$ cat src/rtl/mac_sat_pkg.sv
// Package: shared decode types and layout codes for the multiply-accumulate unit.
// Assumes the layout code occupies bits 5:0 of the operation word.
package mac_sat_pkg;

    localparam logic [5:0] FN_SPLIT  = 6'b101000;
    localparam logic [5:0] FN_DOUBLE = 6'b101001;

    typedef struct packed {
        logic legal;    // word is in the accepted set
        logic dbl;      // double layout: LO only
        logic sat;      // saturate instead of wrapping
        logic take_hi;  // return HI half (split layout)
        logic uns;      // unsigned multiply and sum
    } mac_op_t;

endpackage

$ cat src/rtl/mac_sat_decode.sv
// Module: mac_sat_decode
// Turns the 11-bit operation word into control flags.
// Assumes IW >= 11; bits above 10 must be zero for a word to be accepted.
module mac_sat_decode
    import mac_sat_pkg::*;
#(
    parameter int IW = 11
) (
    input  logic [IW-1:0] instr,
    output mac_op_t       op
);

    logic [5:0] fn;
    logic [4:0] fld;

    // Split the word into its layout code and flag field.
    always_comb begin
        fn  = instr[5:0];
        fld = instr[10:6];
    end

    // Derive the flags and the acceptance test.
    always_comb begin
        op.sat     = fld[4];
        op.take_hi = fld[3];
        op.uns     = fld[0];
        op.dbl     = (fn == FN_DOUBLE);
        op.legal   = ((fn == FN_SPLIT)  && (fld[2:1] == 2'b00)) ||
                     ((fn == FN_DOUBLE) && (fld[3:1] == 3'b000));
        if (IW > 11) begin
            if (instr >> 11 != '0) op.legal = 1'b0;
        end
    end

endmodule

$ cat src/rtl/mac_sat_mul.sv
// Module: mac_sat_mul
// One HALF x HALF multiplier shared by the signed and unsigned forms.
// Both operands are extended to W bits by sign or zero, and the low W bits
// of the product are kept. This is exact for either form.
module mac_sat_mul #(
    parameter int W    = 64,
    parameter int HALF = W / 2
) (
    input  logic [HALF-1:0] a,
    input  logic [HALF-1:0] b,
    input  logic            uns,
    output logic [W-1:0]    prod
);

    logic [W-1:0] ax;
    logic [W-1:0] bx;

    // Extend both operands according to the signedness flag, then multiply.
    always_comb begin
        ax   = {{(W-HALF){a[HALF-1] & ~uns}}, a};
        bx   = {{(W-HALF){b[HALF-1] & ~uns}}, b};
        prod = ax * bx;
    end

endmodule

$ cat src/rtl/mac_sat_adder.sv
// Module: mac_sat_adder
// Adds the product to the accumulator with two guard bits, so the sum is
// exact, then wraps or saturates.
// Assumes the accumulator and product are read unsigned when uns is set
// and signed otherwise.
module mac_sat_adder #(
    parameter int W    = 64,
    parameter int HALF = W / 2
) (
    input  logic [W-1:0] acc,
    input  logic [W-1:0] prod,
    input  logic         sat,
    input  logic         uns,
    output logic [W-1:0] sum
);

    localparam int XW = W + 2;
    localparam logic [XW-1:0] POS_LIM = {{(XW-HALF+1){1'b0}}, {(HALF-1){1'b1}}};
    localparam logic [XW-1:0] NEG_LIM = {{(XW-HALF+1){1'b1}}, {(HALF-1){1'b0}}};

    logic [XW-1:0] acc_x;
    logic [XW-1:0] prod_x;
    logic [XW-1:0] total;

    // Exact sum with guard bits.
    always_comb begin
        acc_x  = {{2{acc[W-1] & ~uns}}, acc};
        prod_x = {{2{prod[W-1] & ~uns}}, prod};
        total  = acc_x + prod_x;
    end

    // Choose the wrapped, clamped or forced-to-ones value.
    always_comb begin
        sum = total[W-1:0];
        if (sat) begin
            if (uns) begin
                if (total > POS_LIM) sum = '1;
            end else if ($signed(total) > $signed(POS_LIM)) begin
                sum = POS_LIM[W-1:0];
            end else if ($signed(total) < $signed(NEG_LIM)) begin
                sum = NEG_LIM[W-1:0];
            end
        end
    end

endmodule

$ cat src/rtl/mac_sat_unit.sv
// Module: mac_sat_unit (top)
// Multiply-accumulate unit with split HI:LO or LO-only accumulation,
// optional saturation and HI/LO result select.
// The state updates on the clock edge that samples valid.
// Assumes W is even.
module mac_sat_unit
    import mac_sat_pkg::*;
#(
    parameter int W  = 64,
    parameter int IW = 11
) (
    input  logic          clk,
    input  logic          rst_n,
    input  logic          valid,
    input  logic [IW-1:0] instr,
    input  logic [W-1:0]  rs_val,
    input  logic [W-1:0]  rt_val,
    output logic [W-1:0]  result,
    output logic [W-1:0]  hi,
    output logic [W-1:0]  lo,
    output logic          illegal
);

    localparam int HALF = W / 2;

    mac_op_t      op;
    logic [W-1:0] prod;
    logic [W-1:0] acc_in;
    logic [W-1:0] sum;
    logic [W-1:0] hi_nx;
    logic [W-1:0] lo_nx;
    logic [W-1:0] res_nx;
    logic         unused_upper;

    // Operand bits above HALF never reach the multiplier.
    assign unused_upper = ^{rs_val[W-1:HALF], rt_val[W-1:HALF]};

    mac_sat_decode #(.IW(IW)) u_dec (
        .instr (instr),
        .op    (op)
    );

    mac_sat_mul #(.W(W), .HALF(HALF)) u_mul (
        .a    (rs_val[HALF-1:0]),
        .b    (rt_val[HALF-1:0]),
        .uns  (op.uns),
        .prod (prod)
    );

    // Accumulator view: whole LO for the double layout, joined halves otherwise.
    always_comb begin
        acc_in = op.dbl ? lo : {hi[HALF-1:0], lo[HALF-1:0]};
    end

    mac_sat_adder #(.W(W), .HALF(HALF)) u_add (
        .acc  (acc_in),
        .prod (prod),
        .sat  (op.sat),
        .uns  (op.uns),
        .sum  (sum)
    );

    // Form the next HI, LO and result from the sum.
    always_comb begin
        if (op.dbl) begin
            hi_nx  = hi;
            lo_nx  = sum;
            res_nx = sum;
        end else begin
            hi_nx  = {{(W-HALF){sum[W-1]}}, sum[W-1:HALF]};
            lo_nx  = {{(W-HALF){sum[HALF-1]}}, sum[HALF-1:0]};
            res_nx = op.take_hi ? hi_nx : lo_nx;
        end
    end

    // State registers: reset, accepted update, or rejection flag.
    always_ff @(posedge clk) begin
        if (!rst_n) begin
            hi      <= '0;
            lo      <= '0;
            result  <= '0;
            illegal <= 1'b0;
        end else if (valid) begin
            illegal <= ~op.legal;
            if (op.legal) begin
                hi     <= hi_nx;
                lo     <= lo_nx;
                result <= res_nx;
            end
        end
    end

endmodule

$ cat config.mk
export PLATFORM = sky130hd
export DESIGN_NAME = mac_sat_unit
export DESIGN_NICKNAME = d
export VERILOG_FILES = /design/src/rtl/mac_sat_pkg.sv /design/src/rtl/mac_sat_decode.sv /design/src/rtl/mac_sat_mul.sv /design/src/rtl/mac_sat_adder.sv /design/src/rtl/mac_sat_unit.sv
export SDC_FILE = /design/constraint.sdc
export NUM_CORES = 2
export LEC_CHECK = 0
export ABC_AREA = 1
export CAP_MARGIN = 20
export CELL_PAD_IN_SITES_DETAIL_PLACEMENT = 0
export CELL_PAD_IN_SITES_GLOBAL_PLACEMENT = 1
export CORE_UTILIZATION = 41
export DETAILED_ROUTE_END_ITERATION = 8
export GPL_TIMING_DRIVEN = 0
export MAX_ROUTING_LAYER = met4
export PLACE_DENSITY = 0.81
export SYNTH_ARGS = -nofsm -noshare
export SYNTH_HDL_FRONTEND = slang
export SYNTH_SLANG_ARGS = --single-unit
$ cat constraint.sdc
create_clock -name clk -period 13.5 [get_ports clk]
set_input_delay 2.7 -clock clk [delete_from_list [all_inputs] [get_ports clk]]
set_output_delay 2.7 -clock clk [all_outputs]
set_load 0.03 [all_outputs]
* Yosys cells after proc, flatten, opt, wreduce, memory -nomap -nowiden
Cells that the tools add are included.
** Operators by class
- Eq/ne operators :: 2
- Multipliers :: 1
- $add $sub $neg :: 1
- Reductions and logical operators :: 7
- Bitwise operators :: 7
- Mux-type cells :: 9
- $lt $le $gt $ge :: 3
** Operator list (number)
- $mux W64 :: 9
- $add A65 B65 Y66 :: 1
- $gt A66 B31 Y1 const B :: 1
- $gt A66 B32 Y1 const B :: 1
- $lt A66 B32 Y1 const B :: 1
- $mul A33 B33 Y64 :: 1
- $eq A6 B6 Y1 const B :: 2
- $and A1 B1 Y1 :: 4
- $logic_not A3 Y1 :: 1
- $not A1 Y1 :: 3
- $reduce_and A3 Y1 :: 1
- $logic_and A1 B1 Y1 :: 2
- $logic_not A2 Y1 :: 1
- $reduce_and A2 Y1 :: 1
- $logic_or A1 B1 Y1 :: 1
** Word-level totals
- Flip-flop bits (word level) :: 161
- Output and inout port bits :: 193
- Input bits :: 142
- Word-level logic and storage cells :: 34

* Depth between registers and ports, before layout
- Word-level depth :: 12
- Mapped depth :: 59
- Depth with buffers taken out :: 56

* Hierarchy
From an unflattened synthesis, not the netlist that was laid out.
** Second synthesis, totals
- Cell total of the unflattened synthesis :: 7705
- Area total of the unflattened synthesis :: 54669.9 µm²
** Modules (own cells, without submodules)
- mac_sat_mul :: times used 1, cells an instance 4973, area an instance 39576.7 µm²
- mac_sat_adder :: times used 1, cells an instance 1613, area an instance 7572.3 µm²
- mac_sat_unit :: times used 1, cells an instance 1103, area an instance 7448.4 µm²
- mac_sat_decode :: times used 1, cells an instance 16, area an instance 72.6 µm²

* Worst setup path before layout
No wires, ideal clock.
- Path type :: input-to-reg
- Start point :: input port rs_val[31]
- End point :: register lo[37]
- Stages on the path :: 53
- Library setup time :: 0.113 ns
- Arrival :: 11.792 ns
- Path slack :: 1.595 ns
- Buffers on the path :: 4
- Cells stage by stage :: clkbuf_1 > clkbuf_1 > nand2_1 > nor2_1 > inv_1 > fa_1 > fa_1 > inv_1 > fa_1 > inv_1 > fa_1 > inv_1 > fa_1 > fa_1 > fa_1 > inv_1 > fa_1 > inv_1 > [17 not listed] > nor2_1 > nand2_1 > nand2_1 > nand2_1 > nand2_1 > nand2_1 > nor2_1 > nand2_1 > nor2_2 > nand3_1 > nand2_1 > nand3_2 > buf_6 > buf_6 > nand3_2 > nand2_1 > o21ai_1 > inv_1
** On the way
- Word-level cells in the longest chain between the ends :: 10
- Elaborated cells on any way between the ends :: 13
- Those cells by class :: add/sub: 1; mul: 1; order compare: 3; mux: 6; bitwise: 2
** RTL lines
- start, declared :: RTL line mac_sat_unit.sv:16 : input logic [W-1:0] rs_val,
- $and A1 B1 Y1 :: RTL line mac_sat_mul.sv:20 : ax = {{(W-HALF){a[HALF-1] & ~uns}}, a};
- $mul A33 B33 Y64 * :: RTL line mac_sat_mul.sv:22 : prod = ax * bx;
- $and A1 B1 Y1 :: RTL line mac_sat_adder.sv:28 : prod_x = {{2{prod[W-1] & ~uns}}, prod};
- $add A65 B65 Y66 * :: RTL line mac_sat_adder.sv:29 : total = acc_x + prod_x;
- $lt A66 B32 Y1 :: RTL line mac_sat_adder.sv:40 : end else if ($signed(total) < $signed(NEG_LIM)) begin
- $mux W64 :: RTL line mac_sat_adder.sv:40
- $mux W64 :: RTL line mac_sat_adder.sv:38 : end else if ($signed(total) > $signed(POS_LIM)) begin
- $mux W64 :: RTL line mac_sat_adder.sv:36 : if (uns) begin
- $mux W64 * :: RTL line mac_sat_adder.sv:35 : if (sat) begin
- $mux W64 * :: RTL line mac_sat_unit.sv:65 : if (op.dbl) begin
- end signal, assigned :: RTL line mac_sat_unit.sv:87 : lo <= lo_nx;
- end, declared :: RTL line mac_sat_unit.sv:20 : output logic [W-1:0] lo,
Every way passes the cells marked *; elsewhere a longest branch is shown, timed or not.
A chain may end at the register's enable or synchronous reset.

* Final worst setup path
- Start point :: input port rs_val[13]
- End point :: register result[21]
** On the way
- Word-level cells in the longest chain between the ends :: 10
- Elaborated cells on any way between the ends :: 13
- Those cells by class :: add/sub: 1; mul: 1; order compare: 3; mux: 7; bitwise: 1
** RTL lines
- $mul A33 B33 Y64 * :: RTL line mac_sat_mul.sv:22
- $and A1 B1 Y1 :: RTL line mac_sat_adder.sv:28
- $add A65 B65 Y66 * :: RTL line mac_sat_adder.sv:29
- $lt A66 B32 Y1 :: RTL line mac_sat_adder.sv:40
- $mux W64 :: RTL line mac_sat_adder.sv:40
- $mux W64 :: RTL line mac_sat_adder.sv:38
- $mux W64 :: RTL line mac_sat_adder.sv:36
- $mux W64 * :: RTL line mac_sat_adder.sv:35
- $mux W64 :: RTL line mac_sat_unit.sv:72 : res_nx = op.take_hi ? hi_nx : lo_nx;
- $mux W64 * :: RTL line mac_sat_unit.sv:65
- end signal, assigned :: RTL line mac_sat_unit.sv:88 : result <= res_nx;
- end, declared :: RTL line mac_sat_unit.sv:18 : output logic [W-1:0] result,
Marked as above.

==> impl_metrics.ini <==
[worst_setup_path]
crit_type = primary input to flop
start_kind = primary input
crit_top_cell = nand2_1
cp-end-kind = flop
crit_arrival_ps = 13570
crit_slowest_cell = fa_1
crit_fanout = 10
cpPeakStageDelay_ps = 610
worst_ep_required_time_ps = 13840

[final_layout]
final_util_pct = 46.0
fin_nets = 9054
layout-drive-gt1-share_pct = 6.28
syn_to_final_growth_pct = 11.2
finalNonFillerCells = 9186

[sta]
slew_viol_final = 0
rsz0062_at_grt = yes
skew_ps = 8.24
fin_crit_sh_pct = 98.0
setup_viol = 0
max_freq_mhz = 75.6
max_slew_margin_pct = 38.3
period_minus_slack_ps = 13230
hold_viol_final = 0
worstMarginPinSlew_ps = 926

[clocking]
cts_root_buffer = clkbuf_16
clkTransAtPathRegs_ps = 70
cts_made_buffers = 17
cts_tree = done
hold_buffers = 0
h-tree-depth = 4
clock_sinks = 161
worstSkewPairLatency_ps = 450
clockBufferDepth = 2

[route]
wl_um = 203000
detailroute.via_count = 46700
antenna_left = 0
wl_per_cell_um = 22.1
drt-vias-per-instance = 5.08
firstDrtPassIters = 6
drtIter0Drc = 3880
route.detailed.drc = 0

[yosys]
synth.distinct_cells = 46
yosys.area.top_type = fa_1
synth_top_flop_cell = dfxtp_1
netlist.area_leader.share_pct = 42.7
ys_seq_area_share_pct = 6.11
synth-async-reset-ratio_pct = 0
synth_commonest_cells = nand2_1 (2130), inv_1 (1996), fa_1 (1126)
synth.most_common_cell = nand2_1
synth.area.top_cells = fa_1 (43%), nand2_1 (15%), inv_1 (14%)
synth-edff-count = 0
synth_warnings = 0
synth-seq-cells = 161
postSynthCellCount = 7242
synthesis.area_um2 = 52800
syn_avg_cell_area_um2 = 7.29
synth_fp_nets = 8790

[run]
cap_violations = 0

[die]
die_area_um2 = 130000
initial_utilization_pct = 41.3
die_w_um = 361
fp.dieH_um = 361
core_um2 = 128000
ios = 335
row_count = 131

[global_route]
grt-ovfl-total = 0
grt_first_pass_wirelength_um = 304000
antenna_found_initial = 7
grt_util_all_layers_pct = 32.5
grt_max_degree = 36
grt_pass1_vias = 47900

[run_status]
status = finished clean

[placement]
place_inst = 9138
portBuffers = 233
hpwl_um = 178000
gp_congestion = 1.04

[hold_path]
hold_class = flop to flop
-- cell usage in the layout, fill, tap and decap left out, drive strengths merged, types with 4 or more instances in the layout --
| cell | Yosys | final |
|---|---|---|
| ha | 280 | 280 |
| diode | 0 | 7 |
| buf | 65 | 115 |
| xnor2 | 49 | 49 |
| o21a | 6 | 6 |
| xor2 | 63 | 63 |
| or2 | 12 | 12 |
| clkinv | 1 | 5 |
| clkinvlp | 0 | 6 |
| clkdlybuf4s15 | 0 | 5 |
| inv | 2002 | 2001 |
| fa | 1126 | 1126 |
| a31oi | 41 | 41 |
| nor4 | 4 | 4 |
| dfxtp | 161 | 161 |
| nand3b | 14 | 14 |
| clkdlybuf4s50 | 0 | 207 |
| nand4 | 19 | 19 |
| o21ai | 214 | 214 |
| nand2 | 2146 | 2146 |
| a21oi | 241 | 241 |
| nor3 | 24 | 24 |
| nand3 | 209 | 209 |
| clkbuf | 291 | 287 |
| o21bai | 13 | 13 |
| a21o | 5 | 5 |
| nor2 | 235 | 235 |
-- critical path, delay by kind of cell --
family / cells / cell delay (ps)
buffers and inverters: 9 / 1510
AOI/OAI and AO/OA: 5 / 1150
and+or+nand+nor: 26 / 3240
xor gates and xnor gates: 1 / 100
adders and majority gates: 10 / 4850
-- area by class of cell --
| cell class | instances | area [um2] |
|---|---|---|
| clock buffers | 18 | 429 |
| plain buffers | 356 | 2020 |
| flip-flops and latches | 161 | 3220 |
| fillers | 13000 | 69000 |
| diodes | 7 | 17.5 |
| inverters | 2003 | 7540 |
| repair buffers | 245 | 2400 |
| clock inverters | 12 | 159 |
| well taps | 1662 | 2080 |
| multi-input cells | 4722 | 40800 |
-- kinds of logic after synthesis --
logic type,synth area share [%]
simple gates,20.2
buf+inv,17.1
fa+ha+maj,49.3
compound gates,5.37
flops,6.11
xor+xnor,1.86
-- routing by layer --
layer	global-route usage, %	share of wire [%]	vias up
met2	52.3	47	2013
met4	13.1	5.0	0
met3	5.64	8.2	356
met1	40.6	40	23100
met5	-	0	-
li1	-	-	21200
-- timing repair --
action | CTS | global route
pin swaps | 2 | 7
buffers inserted | 1 | 9
setup endpoints to repair | 160 | 159
gates resized for setup | 259 | 358
-- path summary, 6_finish.rpt --
check | start | endpoint | slack [ps] | depth (start not counted)
min | result[9] | result[9] | 460 | 2
max reg2reg | lo[0] | result[21] | 8980 | 28
max | rs_val[13] | result[21] | 270 | 51
min reg2reg | result[9] | result[9] | 460 | 2
-- stage by stage --
| step | instance area, um2 | hold slack [ps] | setup TNS (ps) | worst slack (ps) |
|---|---|---|---|---|
| after floorplan | 52800 | 578 | 0 | 1590 |
| after global placement | 57200 | 439 | -421200 | -2860 |
| after detailed placement | 57200 | 440 | -440450 | -2980 |
| after CTS | 58200 | 456 | 0 | 1.18 |
| after global routing | 58700 | 471 | -28.1 | -19.5 |
| final | 58700 | 455 | 0 | 273 |
-- flip-flops by register name, indices dropped and copies added (netlist names) --
| signal | flops |
|---|---|
| result | 64 |
| hi | 32 |
| lo | 64 |
| illegal | 1 |
Power is left out: the tool's default activity adds up to more than one toggle a clock period on the data nets, which glitch-free logic cannot reach.
